$ cat src/rtl/spb_pkg.sv
package spb_pkg;

  localparam logic [2:0] KIND_BYTE = 3'd0;
  localparam logic [2:0] KIND_HALF = 3'd1;
  localparam logic [2:0] KIND_WORD = 3'd2;
  localparam logic [2:0] KIND_WSEQ = 3'd3;
  localparam logic [2:0] KIND_MARK = 3'd4;

  typedef struct packed {
    logic [2:0]  kind;
    logic [28:0] rsvd;
    logic [31:0] val;
  } spb_entry_t;

endpackage

$ cat src/rtl/spb_fifo.sv
module spb_fifo
  import spb_pkg::*;
#(
  parameter int DEPTH = 16
) (
  input  logic       clk,
  input  logic       rst_n,
  input  logic       push_i,
  input  spb_entry_t push_entry_i,
  input  logic       pop_i,
  output spb_entry_t head_o,
  output logic       empty_o,
  output logic       full_o
);

  localparam int PTR_W = $clog2(DEPTH);
  localparam logic [PTR_W:0] EMPTY_CODE = (PTR_W + 1)'(DEPTH);

  spb_entry_t       store_q [DEPTH];
  logic [PTR_W-1:0] fill_q, fill_d;
  logic [PTR_W:0]   take_q, take_d;
  logic [PTR_W-1:0] take_inc;

  assign empty_o  = (take_q == EMPTY_CODE);
  assign full_o   = !empty_o && (take_q[PTR_W-1:0] == fill_q);
  assign head_o   = store_q[take_q[PTR_W-1:0]];
  assign take_inc = take_q[PTR_W-1:0] + 1'b1;

  always_comb begin
    fill_d = fill_q;
    take_d = take_q;
    if (push_i) fill_d = fill_q + 1'b1;
    if (pop_i) begin
      if ((take_inc == fill_q) && !push_i) take_d = EMPTY_CODE;
      else                                 take_d = {1'b0, take_inc};
    end else if (empty_o && push_i) begin
      take_d = {1'b0, fill_q};
    end
  end

  always_ff @(posedge clk or negedge rst_n) begin
    if (!rst_n) begin
      fill_q <= '0;
      take_q <= EMPTY_CODE;
    end else begin
      fill_q <= fill_d;
      take_q <= take_d;
    end
  end

  always_ff @(posedge clk) begin
    if (push_i) store_q[fill_q] <= push_entry_i;
  end

  a_r1_no_push_when_full: assert property (@(posedge clk) disable iff (!rst_n)
    push_i |-> !full_o);
  a_r1_no_pop_when_empty: assert property (@(posedge clk) disable iff (!rst_n)
    pop_i |-> !empty_o);

endmodule

$ cat src/rtl/spb_drain.sv
module spb_drain
  import spb_pkg::*;
#(
  parameter int ADDR_W        = 32,
  parameter int REG_LSB       = 24,
  parameter int REG_W         = 8,
  parameter logic [REG_W-1:0] MAIN_REGION = 8'h02,
  parameter int MAIN_BYTE_CYC = 3,
  parameter int MAIN_HALF_CYC = 2,
  parameter int MAIN_WORD_CYC = 3,
  parameter int SEQ_CYC       = 2,
  parameter int OTHER_NS_CYC  = 4,
  parameter int HOLD_BYTE_CYC = 4,
  parameter int HOLD_OTHER_CYC = 5,
  parameter int GAP_CYC       = 2
) (
  input  logic              clk,
  input  logic              rst_n,
  input  spb_entry_t        head_i,
  input  logic              head_valid_i,
  output logic              pop_o,
  output logic              bus_wr_o,
  output logic [ADDR_W-1:0] bus_addr_o,
  output logic [31:0]       bus_data_o,
  output logic [1:0]        bus_size_o,
  output logic              bus_seq_o,
  output logic              bad_kind_o,
  output logic              idle_o,
  output logic              active_o,
  output logic [REG_W-1:0]  last_region_o,
  output logic              last_valid_o
);

  localparam int T_SUM = MAIN_BYTE_CYC + MAIN_HALF_CYC + MAIN_WORD_CYC + SEQ_CYC +
                         OTHER_NS_CYC + HOLD_BYTE_CYC + HOLD_OTHER_CYC + GAP_CYC;
  localparam int CNT_W = $clog2(T_SUM + 1);

  logic [CNT_W-1:0]  busy_q, busy_d;
  logic [CNT_W-1:0]  gap_q, gap_d;
  logic [CNT_W-1:0]  hold_q, hold_d;
  logic [ADDR_W-1:0] addr_q, addr_d;
  logic [31:0]       wdata_q, wdata_d;
  logic [2:0]        wkind_q, wkind_d;
  logic [REG_W-1:0]  lreg_q, lreg_d;
  logic              lval_q, lval_d;

  logic is_mark, is_data, is_bad, free, tgt_main, start, take_mark, drop, done;
  logic unused_rsvd;

  assign unused_rsvd = ^head_i.rsvd;

  function automatic logic [CNT_W-1:0] dur_of(input logic [2:0] k, input logic m);
    if (k == KIND_WSEQ)      return CNT_W'(SEQ_CYC);
    else if (!m)             return CNT_W'(OTHER_NS_CYC);
    else if (k == KIND_BYTE) return CNT_W'(MAIN_BYTE_CYC);
    else if (k == KIND_HALF) return CNT_W'(MAIN_HALF_CYC);
    else                     return CNT_W'(MAIN_WORD_CYC);
  endfunction

  assign is_mark   = (head_i.kind == KIND_MARK);
  assign is_data   = (head_i.kind <= KIND_WSEQ);
  assign is_bad    = !is_mark && !is_data;
  assign free      = (busy_q == '0);
  assign tgt_main  = (addr_q[REG_LSB +: REG_W] == MAIN_REGION);
  assign start     = head_valid_i && free && is_data && (gap_q == '0) &&
                     (!tgt_main || (hold_q == '0));
  assign take_mark = head_valid_i && free && is_mark;
  assign drop      = head_valid_i && free && is_bad;
  assign done      = (busy_q == CNT_W'(1));

  assign pop_o         = start || take_mark || drop;
  assign bus_wr_o      = done;
  assign bus_addr_o    = addr_q;
  assign bus_data_o    = wdata_q;
  assign bus_size_o    = (wkind_q == KIND_BYTE) ? 2'd0 : (wkind_q == KIND_HALF) ? 2'd1 : 2'd2;
  assign bus_seq_o     = (wkind_q == KIND_WSEQ);
  assign bad_kind_o    = drop;
  assign idle_o        = free;
  assign active_o      = !free || (gap_q != '0) || (hold_q != '0);
  assign last_region_o = lreg_q;
  assign last_valid_o  = lval_q;

  always_comb begin
    busy_d  = (busy_q != '0) ? busy_q - 1'b1 : busy_q;
    gap_d   = (gap_q  != '0) ? gap_q  - 1'b1 : gap_q;
    hold_d  = (hold_q != '0) ? hold_q - 1'b1 : hold_q;
    addr_d  = addr_q;
    wdata_d = wdata_q;
    wkind_d = wkind_q;
    lreg_d  = lreg_q;
    lval_d  = lval_q;
    if (take_mark) addr_d = head_i.val[ADDR_W-1:0];
    if (start) begin
      busy_d  = dur_of(head_i.kind, tgt_main);
      wdata_d = head_i.val;
      wkind_d = head_i.kind;
    end
    if (done) begin
      if (tgt_main) hold_d = (wkind_q == KIND_BYTE) ? CNT_W'(HOLD_BYTE_CYC) : CNT_W'(HOLD_OTHER_CYC);
      else          gap_d  = CNT_W'(GAP_CYC);
      if ((wkind_q == KIND_WORD) || (wkind_q == KIND_WSEQ)) addr_d = addr_q + ADDR_W'(4);
      lreg_d = addr_q[REG_LSB +: REG_W];
      lval_d = 1'b1;
    end
  end

  always_ff @(posedge clk or negedge rst_n) begin
    if (!rst_n) begin
      busy_q  <= '0;
      gap_q   <= '0;
      hold_q  <= '0;
      addr_q  <= '0;
      wdata_q <= '0;
      wkind_q <= KIND_BYTE;
      lreg_q  <= '0;
      lval_q  <= 1'b0;
    end else begin
      busy_q <= busy_d;
      gap_q  <= gap_d;
      hold_q <= hold_d;
      if (take_mark || done) addr_q <= addr_d;
      if (start) begin
        wdata_q <= wdata_d;
        wkind_q <= wkind_d;
      end
      if (done) begin
        lreg_q <= lreg_d;
        lval_q <= lval_d;
      end
    end
  end

  a_r4_no_marker_on_bus: assert property (@(posedge clk) disable iff (!rst_n)
    bus_wr_o |-> (wkind_q <= KIND_WSEQ));
  a_r8_gap_after_other: assert property (@(posedge clk) disable iff (!rst_n)
    (bus_wr_o && !tgt_main) |=> !start);
  a_r7_main_hold_armed: assert property (@(posedge clk) disable iff (!rst_n)
    (bus_wr_o && tgt_main) |=> (hold_q != '0));
  a_r5_no_instant_write: assert property (@(posedge clk) disable iff (!rst_n)
    start |=> !bus_wr_o);
  a_r3_addr_frozen_in_flight: assert property (@(posedge clk) disable iff (!rst_n)
    (!free && !done) |=> $stable(addr_q));

endmodule

$ cat src/rtl/spb_rdguard.sv
module spb_rdguard #(
  parameter int ADDR_W  = 32,
  parameter int REG_LSB = 24,
  parameter int REG_W   = 8
) (
  input  logic              rd_req_i,
  input  logic [ADDR_W-1:0] rd_addr_i,
  input  logic [REG_W-1:0]  last_region_i,
  input  logic              last_valid_i,
  input  logic              active_i,
  output logic              rd_extra_o
);

  logic unused_addr;

  assign unused_addr = ^{rd_addr_i[REG_LSB-1:0]};
  assign rd_extra_o  = rd_req_i && last_valid_i && active_i &&
                       (rd_addr_i[REG_LSB +: REG_W] == last_region_i);

endmodule

$ cat src/rtl/store_post_buffer.sv
module store_post_buffer
  import spb_pkg::*;
#(
  parameter int DEPTH   = 16,
  parameter int ADDR_W  = 32,
  parameter int REG_LSB = 24,
  parameter int REG_W   = 8,
  parameter logic [REG_W-1:0] MAIN_REGION = 8'h02
) (
  input  logic              clk,
  input  logic              rst_n,
  input  logic              push_valid,
  input  logic [2:0]        push_kind,
  input  logic [31:0]       push_data,
  output logic              push_ready,
  input  logic              drain_all,
  output logic              empty,
  input  logic              rd_req,
  input  logic [ADDR_W-1:0] rd_addr,
  output logic              rd_extra,
  output logic              bus_wr,
  output logic [ADDR_W-1:0] bus_addr,
  output logic [31:0]       bus_data,
  output logic [1:0]        bus_size,
  output logic              bus_seq,
  output logic              bad_kind
);

  spb_entry_t       push_entry, head;
  logic             fifo_empty, fifo_full, pop, accept, spacing_q, spacing_d;
  logic             drain_idle, drain_active, last_valid;
  logic [REG_W-1:0] last_region;

  assign push_entry = '{kind: push_kind, rsvd: '0, val: push_data};
  assign push_ready = !drain_all && !fifo_full && !(spacing_q && (push_kind != KIND_MARK));
  assign accept     = push_valid && push_ready;
  assign spacing_d  = accept && (push_kind != KIND_MARK);
  assign empty      = fifo_empty && drain_idle;

  always_ff @(posedge clk or negedge rst_n) begin
    if (!rst_n) spacing_q <= 1'b0;
    else        spacing_q <= spacing_d;
  end

  spb_fifo #(.DEPTH(DEPTH)) u_fifo (
    .clk(clk), .rst_n(rst_n), .push_i(accept), .push_entry_i(push_entry),
    .pop_i(pop), .head_o(head), .empty_o(fifo_empty), .full_o(fifo_full)
  );

  spb_drain #(
    .ADDR_W(ADDR_W), .REG_LSB(REG_LSB), .REG_W(REG_W), .MAIN_REGION(MAIN_REGION)
  ) u_drain (
    .clk(clk), .rst_n(rst_n), .head_i(head), .head_valid_i(!fifo_empty), .pop_o(pop),
    .bus_wr_o(bus_wr), .bus_addr_o(bus_addr), .bus_data_o(bus_data),
    .bus_size_o(bus_size), .bus_seq_o(bus_seq), .bad_kind_o(bad_kind),
    .idle_o(drain_idle), .active_o(drain_active),
    .last_region_o(last_region), .last_valid_o(last_valid)
  );

  spb_rdguard #(.ADDR_W(ADDR_W), .REG_LSB(REG_LSB), .REG_W(REG_W)) u_rdguard (
    .rd_req_i(rd_req), .rd_addr_i(rd_addr), .last_region_i(last_region),
    .last_valid_i(last_valid), .active_i(drain_active), .rd_extra_o(rd_extra)
  );

  a_r9_store_spacing: assert property (@(posedge clk) disable iff (!rst_n)
    (accept && (push_kind != KIND_MARK)) |=> !(accept && (push_kind != KIND_MARK)));
  a_r10_drain_blocks_push: assert property (@(posedge clk) disable iff (!rst_n)
    drain_all |-> !accept);
  a_r11_extra_needs_history: assert property (@(posedge clk) disable iff (!rst_n)
    rd_extra |-> last_valid);
  a_r10_empty_means_no_write: assert property (@(posedge clk) disable iff (!rst_n)
    empty |=> !bus_wr);

endmodule

$ cat config.mk
export PLATFORM = sky130hd
export DESIGN_NAME = store_post_buffer
export DESIGN_NICKNAME = d
export VERILOG_FILES = /design/src/rtl/spb_pkg.sv /design/src/rtl/spb_fifo.sv /design/src/rtl/spb_drain.sv /design/src/rtl/spb_rdguard.sv /design/src/rtl/store_post_buffer.sv
export SDC_FILE = /design/constraint.sdc
export NUM_CORES = 1
export LEC_CHECK = 0
export ABC_AREA = 1
export CAP_MARGIN = 20
export CORE_ASPECT_RATIO = 0.75
export CORE_MARGIN = 4
export CORE_UTILIZATION = 50
export CTS_BUF_LIST = sky130_fd_sc_hd__clkbuf_16
export DETAILED_ROUTE_END_ITERATION = 7
export PLACE_DENSITY = 0.68
export SYNTH_ARGS = -nofsm -noshare
export SYNTH_HDL_FRONTEND = slang
export SYNTH_SLANG_ARGS = --single-unit
export TNS_END_PERCENT = 100
$ cat constraint.sdc
create_clock -name clk -period 13.05 [get_ports clk]
set_input_delay 3.915 -clock clk [delete_from_list [all_inputs] [get_ports clk]]
set_output_delay 3.915 -clock clk [all_outputs]
set_load 0.01 [all_outputs]
==> flow_metrics.py, run 1 <==
metrics = {
    "outcome": {
        "status": "finished, final reports clean",
    },
    "worst_setup_path": {
        "reg2reg_depth": 12,
        "critPathKind": "primary input to output pin",
        "end_kind": "output pin",
        "worst-r2r-setup-slack_ns": 7.95,
        "r2r_start": "u_fifo.take_q[0]$_DFFE_PN0P_",
        "worstSetupStartpointType": "primary input",
        "critPathMaxFanout": 18,
        "worst-endpoint-required_ns": 9.13,
        "crit_arrival_ns": 5.83,
        "r2r_end": "u_drain.bus_addr_o[22]$_DFFE_PN0P_",
    },
    "sta": {
        "holdWs_ns": 0.476,
        "relSlewSlack_pct": 22.0,
        "fin_crit_sh_pct": 74.6,
        "clock_skew_ns": 0.0375,
        "slew_violations": 0,
        "fmax_mhz": 103,
        "finalSetupViolations": 0,
        "finalHoldViolCount": 0,
        "tns_ns": 0,
        "tightest_slew_ns": 1.17,
        "fin_crit_ns": 9.74,
        "rsz0062_at_grt": "no",
    },
    "power": {
        "leakagePower_uw": 0.0113,
        "seqPwrFrac_pct": 40.3,
        "ir_drop_uv": 242,
        "p_per_area_nw_per_um2": 215,
        "netSwitchingFraction_pct": 38.3,
        "p_int_uw": 4150,
        "power.switching_uw": 2570,
        "p_clk_share_pct": 25.2,
        "comb_power_share_pct": 34.5,
    },
    "synth": {
        "post_synth_num_cell_types": 43,
        "netlist.area_leader.share_pct": 61.5,
        "ys.flop_type": "edfxtp_1",
        "synth-edff-count": 560,
        "synth_async_sr_flop_share_pct": 15.3,
        "yosys-top-cells-count": "nand2_1, edfxtp_1, nor2_1",
        "syn_area_um2": 27300,
        "syn_nets": 2494,
        "syn_inst": 2410,
        "avgSynthCellArea_um2": 11.3,
        "ys_warn_count": 0,
        "synth_most_common_cell": "nand2_1",
        "ys_seq_area_share_pct": 70.8,
        "ys_seq_elements": 661,
        "synth_area_leaders": "edfxtp_1, dfrtp_1, nand2_1",
        "synth_area_leader_cell": "edfxtp_1",
    },
    "final_layout": {
        "post-route-util_pct": 58.2,
        "fillers": 4346,
        "drive_above_1_share_pct": 6.40,
        "seq_area_um2": 19400,
        "fin_area_um2": 31200,
        "area_growth_pct": 14.0,
        "fin_nets": 2580,
        "multi_input_area_um2": 7190,
    },
    "die": {
        "fp.dieArea_um2": 58500,
        "start_util_pct": 51.1,
        "core_area_um2": 53500,
        "ioPinCount": 144,
        "num_rows": 73,
        "fp.dieH_um": 211,
        "die_w_um": 278,
    },
    "cts": {
        "root_buffer": "clkbuf_16",
        "htreeDepth": 2,
        "numClockSinks": 661,
        "post_cts_buffers": 0,
        "insertion_delay_ns": 0.63,
        "clk_pin_slew_worst_paths_ns": 0.06,
        "holdBufCountCts": 0,
        "clk_path_buf_depth": 3,
        "ctsResizeCount": 0,
        "cts_buffers": 60,
        "cts_tree": "done",
    },
    "worst_hold_path": {
        "hold_end": "u_drain.last_valid_o$_DFFE_PN0P_",
        "hold_class": "flop to flop",
        "worstHoldStart": "u_drain.last_valid_o$_DFFE_PN0P_",
        "min_path_cells": 1,
    },
    "detailed_routing": {
        "ant_nets": 0,
        "drt_iter0_drc": 2176,
        "viasPerCell": 5.77,
        "drc": 0,
        "first_pass_iters": 7,
        "wl_mm": 71.5,
        "post_drt_wl_per_cell_um": 21.9,
        "via_count": 18800,
    },
    "job": {
        "maxCapViolCount": 0,
    },
    "global_routing": {
        "grt_busiest_layer": "met2",
        "grt-ovfl-total": 0,
        "grt_max_degree": 188,
        "antenna_found_initial": 4,
        "use_met1_pct": 35.1,
        "grt_pass1_vias": 17600,
        "grt_use_total_pct": 23.9,
        "grtUsageMet2_pct": 36.6,
        "met3_usage_pct": 4.51,
        "grt_first_pass_wirelength_mm": 107,
    },
    "placed_design": {
        "io_buffer_count": 119,
        "hpwl_mm": 39.8,
        "placed_area_um2": 29200,
        "place_congestion": 0.907,
    },
}
per-stage QoR:
| stage | worst slack, ns | std cells | total power [uW] |
|---|---|---|---|
| detailed placement | 3.33 | 3145 | 5020 |
| floorplan | 4.51 | 2410 | 4070 |
| global placement | 3.37 | 3145 | 4950 |
| finish | 3.31 | 3261 | 6720 |
| CTS | 3.32 | 3257 | 6700 |
| global route | 3.18 | 3261 | 7060 |
power groups by stage:
| stage | logic (uW) | clock network (uW) | registers (uW) |
|---|---|---|---|
| detailed placement | 2250 | 0 | 2770 |
| floorplan | 1350 | 0 | 2720 |
| finish | 2320 | 1690 | 2710 |
| global placement | 2190 | 0 | 2760 |
| CTS | 2260 | 1720 | 2730 |
| global route | 2520 | 1810 | 2730 |
worst max-delay path by stage:
stage | from | to | slack, ns | cells after the start
floorplan | rd_addr[27] | rd_extra | 4.51 | 4
global placement | push_kind[2] | push_ready | 3.37 | 5
detailed placement | push_kind[2] | push_ready | 3.33 | 5
CTS | push_kind[2] | push_ready | 3.32 | 5
global route | push_kind[2] | push_ready | 3.18 | 5
finish | push_kind[2] | push_ready | 3.31 | 5
routing by layer:
layer	part of all wire, %	up-vias
li1	-	8660
met1	43	9228
met2	45	803
met3	8.6	112
met4	3.0	2
met5	0.011	-
flip-flops by register name, indices dropped and copies added, names as in the netlist:
| name | flops |
|---|---|
| spacing_q | 1 |
| u_drain.bus_addr_o | 32 |
| u_drain.bus_data_o | 32 |
| u_drain.busy_q | 5 |
| u_drain.gap_q | 5 |
| u_drain.hold_q | 5 |
| u_drain.last_region_o | 8 |
| u_drain.last_valid_o | 1 |
| u_drain.wkind_q | 3 |
| u_fifo.fill_q | 4 |
| u_fifo.store_q | 560 |
| u_fifo.take_q | 5 |
cells in the final DEF, fill, tap and decap left out, types with 5 or more instances in the layout:
cell and instances:
inv_2 5, clkinv_1 17, o21ai_0 225, ha_1 12, o22ai_1 41, buf_4 33, clkinv_2 14, o211ai_1 19
nand3_1 156, inv_1 100, o221ai_1 12, a221oi_1 5, nor2_1 234, a21oi_1 114, nand2_2 5, xor2_1 10
edfxtp_1 560, clkdlybuf4s50_1 118, xnor2_1 11, dfrtp_1 97, nand2_1 576, nor2_4 19, nand4_1 32, nor3_1 16
clkbuf_16 60, nor4_1 8
critical path: stages:
cell and delay (ns):
clkdlybuf4s50_1 0.92, nand3_1 0.15, a21oi_1 0.18, and2_1 0.14, clkdlybuf4s50_1 0.52
logic make-up (layout without fill, tap and decap cells):
group	count (synthesis)	count (layout)	synth area share [%]
buf+inv	225	361	3.40
xor+xnor	21	21	0.673
other cells	0	3	0
flops	661	661	70.8
fa+ha+maj	12	12	0.549
compound gates	434	434	8.68
simple gates	1057	1057	15.9
final cells by class:
cell class                      count  share of cell area [%]
Antenna cell                        3                  0.0241
Clock buffer                       60                    4.82
Clock inverter                     52                    1.26
Inverter                           96                    1.18
Multi-Input combinational cell   1524                    23.1
Sequential cell                   661                    62.1
Tap cell                          712                    2.86
Timing Repair Buffer              153                    4.71
(Power assumes the default switching activity.)
==> run 2, diff against run 1 <==
- clock period: 13.05 -> 10.2 ns (I/O delays scaled with it)
==> flow_metrics.py, run 2 (synthesized netlist as in run 1, its figures left out) <==
metrics = {
    "outcome": {
        "status": "finished, final reports clean",
    },
    "power": {
        "p_per_area_nw_per_um2": 274,
        "totalPowerFinal_uw": 8520,
        "leakagePower_uw": 0.0113,
        "ir_drop_uv": 222,
    },
    "final_layout": {
        "final_cell_mix": "nand2_1, edfxtp_1, nor2_1",
        "regMostFlops": "u_fifo.store_q",
        "area_growth_pct": 13.8,
        "largest_reg_flops": 560,
        "fin_nets": 2583,
        "mostFrequentLayoutCell": "nand2_1",
        "fin_area_um2": 31100,
        "fillers": 4253,
        "drive_above_1_share_pct": 6.44,
    },
    "cts": {
        "cts_tree": "done",
        "numClockSinks": 661,
        "htreeDepth": 2,
        "clk_path_buf_depth": 3,
        "ctsResizeCount": 0,
        "clk_pin_slew_worst_paths_ns": 0.06,
        "holdBufCountCts": 0,
        "cts_buffers": 60,
        "post_cts_buffers": 0,
        "insertion_delay_ns": 0.64,
        "root_buffer": "clkbuf_16",
    },
    "worst_setup_path": {
        "worstPathCellList": "clkdlybuf4s50_1 > nand3_1 > a21oi_1 > and2_1 > clkdlybuf4s50_1",
        "r2r_start": "u_fifo.take_q[2]$_DFFE_PN0P_",
        "r2r_end": "u_drain.bus_addr_o[2]$_DFFE_PN0P_",
        "critPathKind": "primary input to output pin",
        "critPathBufInv": 2,
        "slowest_delay_ns": 0.92,
        "critPathMaxFanout": 18,
        "critPathTopFamily": "buffers and inverters",
        "end_kind": "output pin",
        "crit_arrival_ns": 5.03,
        "slowest_stage": "clkdlybuf4s50_1",
        "reg2reg_depth": 12,
        "path_common_cell": "clkdlybuf4s50_1",
        "worst-r2r-setup-slack_ns": 5.45,
        "worstSetupStartpointType": "primary input",
        "worst-endpoint-required_ns": 7.14,
    },
    "placed_design": {
        "placed_area_um2": 29300,
        "dp_slack_ns": 2.11,
        "io_buffer_count": 119,
        "hpwl_mm": 40.1,
        "place_congestion": 0.892,
    },
    "worst_hold_path": {
        "worstHoldStart": "u_drain.bus_data_o[12]$_DFFE_PN0N_",
        "hold_class": "flop to flop",
        "hold_end": "u_drain.bus_data_o[12]$_DFFE_PN0N_",
        "min_path_cells": 2,
    },
    "detailed_routing": {
        "highest_layer": "met5",
        "viasPerCell": 5.80,
        "post_drt_wl_per_cell_um": 21.7,
        "route.met2.wl_mm": 31.3,
        "met1_length_mm": 31.0,
        "wl_mm": 70.7,
        "ant_nets": 0,
        "drt_iter0_drc": 2324,
        "via_count": 18900,
        "drc": 0,
        "first_pass_iters": 6,
        "wl_met3_mm": 6.74,
    },
    "sta": {
        "rsz0062_at_grt": "no",
        "tightest_slew_ns": 1.02,
        "fmax_mhz": 124,
        "fin_crit_ns": 8.09,
        "layout_setup_ws_ns": 2.11,
        "finalHoldViolCount": 0,
        "finalSetupViolations": 0,
        "slew_violations": 0,
        "tns_ns": 0,
        "fin_crit_sh_pct": 79.3,
        "clock_skew_ns": 0.0210,
        "relSlewSlack_pct": 31.0,
    },
    "global_routing": {
        "grt-ovfl-total": 0,
        "grt_use_total_pct": 23.5,
        "antenna_found_initial": 3,
        "grt_max_degree": 97,
        "grt_pass1_vias": 17400,
        "grt_first_pass_wirelength_mm": 106,
    },
    "die": {
        "die_w_um": 278,
        "fp.dieArea_um2": 58500,
        "fp.dieH_um": 211,
        "ioPinCount": 144,
        "start_util_pct": 51.1,
        "num_rows": 73,
        "core_area_um2": 53500,
    },
    "job": {
        "maxCapViolCount": 0,
    },
}
## run 2: metal layers
metal	vias to the layer above	track usage [%]
li1	8665	-
met3	98	4.43
met1	9311	35.7
met5	-	0
met4	4	6.39
met2	854	35.4
## run 2: worst min-delay path, cell delays in order, from the launching register on
cell,delay (ns)
dfrtp_1,0.34
nand2_1,0.05
nand2_1,0.04
## run 2: cell type report
class	instances	area, um2	share of cell area, %
multi-input cells	1524	7190	23.1
clock inverters	50	313	1.01
flip-flops and latches	661	19400	62.2
diodes	2	5.00	0.0161
repair buffers	156	1470	4.71
well taps	712	891	2.86
inverters	96	367	1.18
clock buffers	61	1530	4.91
## run 2: stage by stage
stage	hold WS, ns	utilization, %	cells
2_1_floorplan	0.440	-	2410
6_report	0.473	58.1	3262
3_5_place_dp	0.460	54.7	3149
3_3_place_gp	0.458	54.7	3149
4_1_cts	0.475	58.1	3260
5_1_grt	0.500	58.1	3261
## run 2: worst max-delay path by stage
stage                       from          to  cells past startpoint
floorplan            rd_addr[27]    rd_extra                      4
detailed placement  push_kind[2]  push_ready                      5
finish              push_kind[2]  push_ready                      5
CTS                 push_kind[2]  push_ready                      5
global placement    push_kind[2]  push_ready                      5
global route        push_kind[2]  push_ready                      5
## run 2: power breakdown
| group | total [uW] | internal [uW] | switching [uW] |
|---|---|---|---|
| Combinational | 2920 | 900 | 2020 |
| Clock | 2120 | 1130 | 981 |
| Sequential | 3480 | 3220 | 263 |
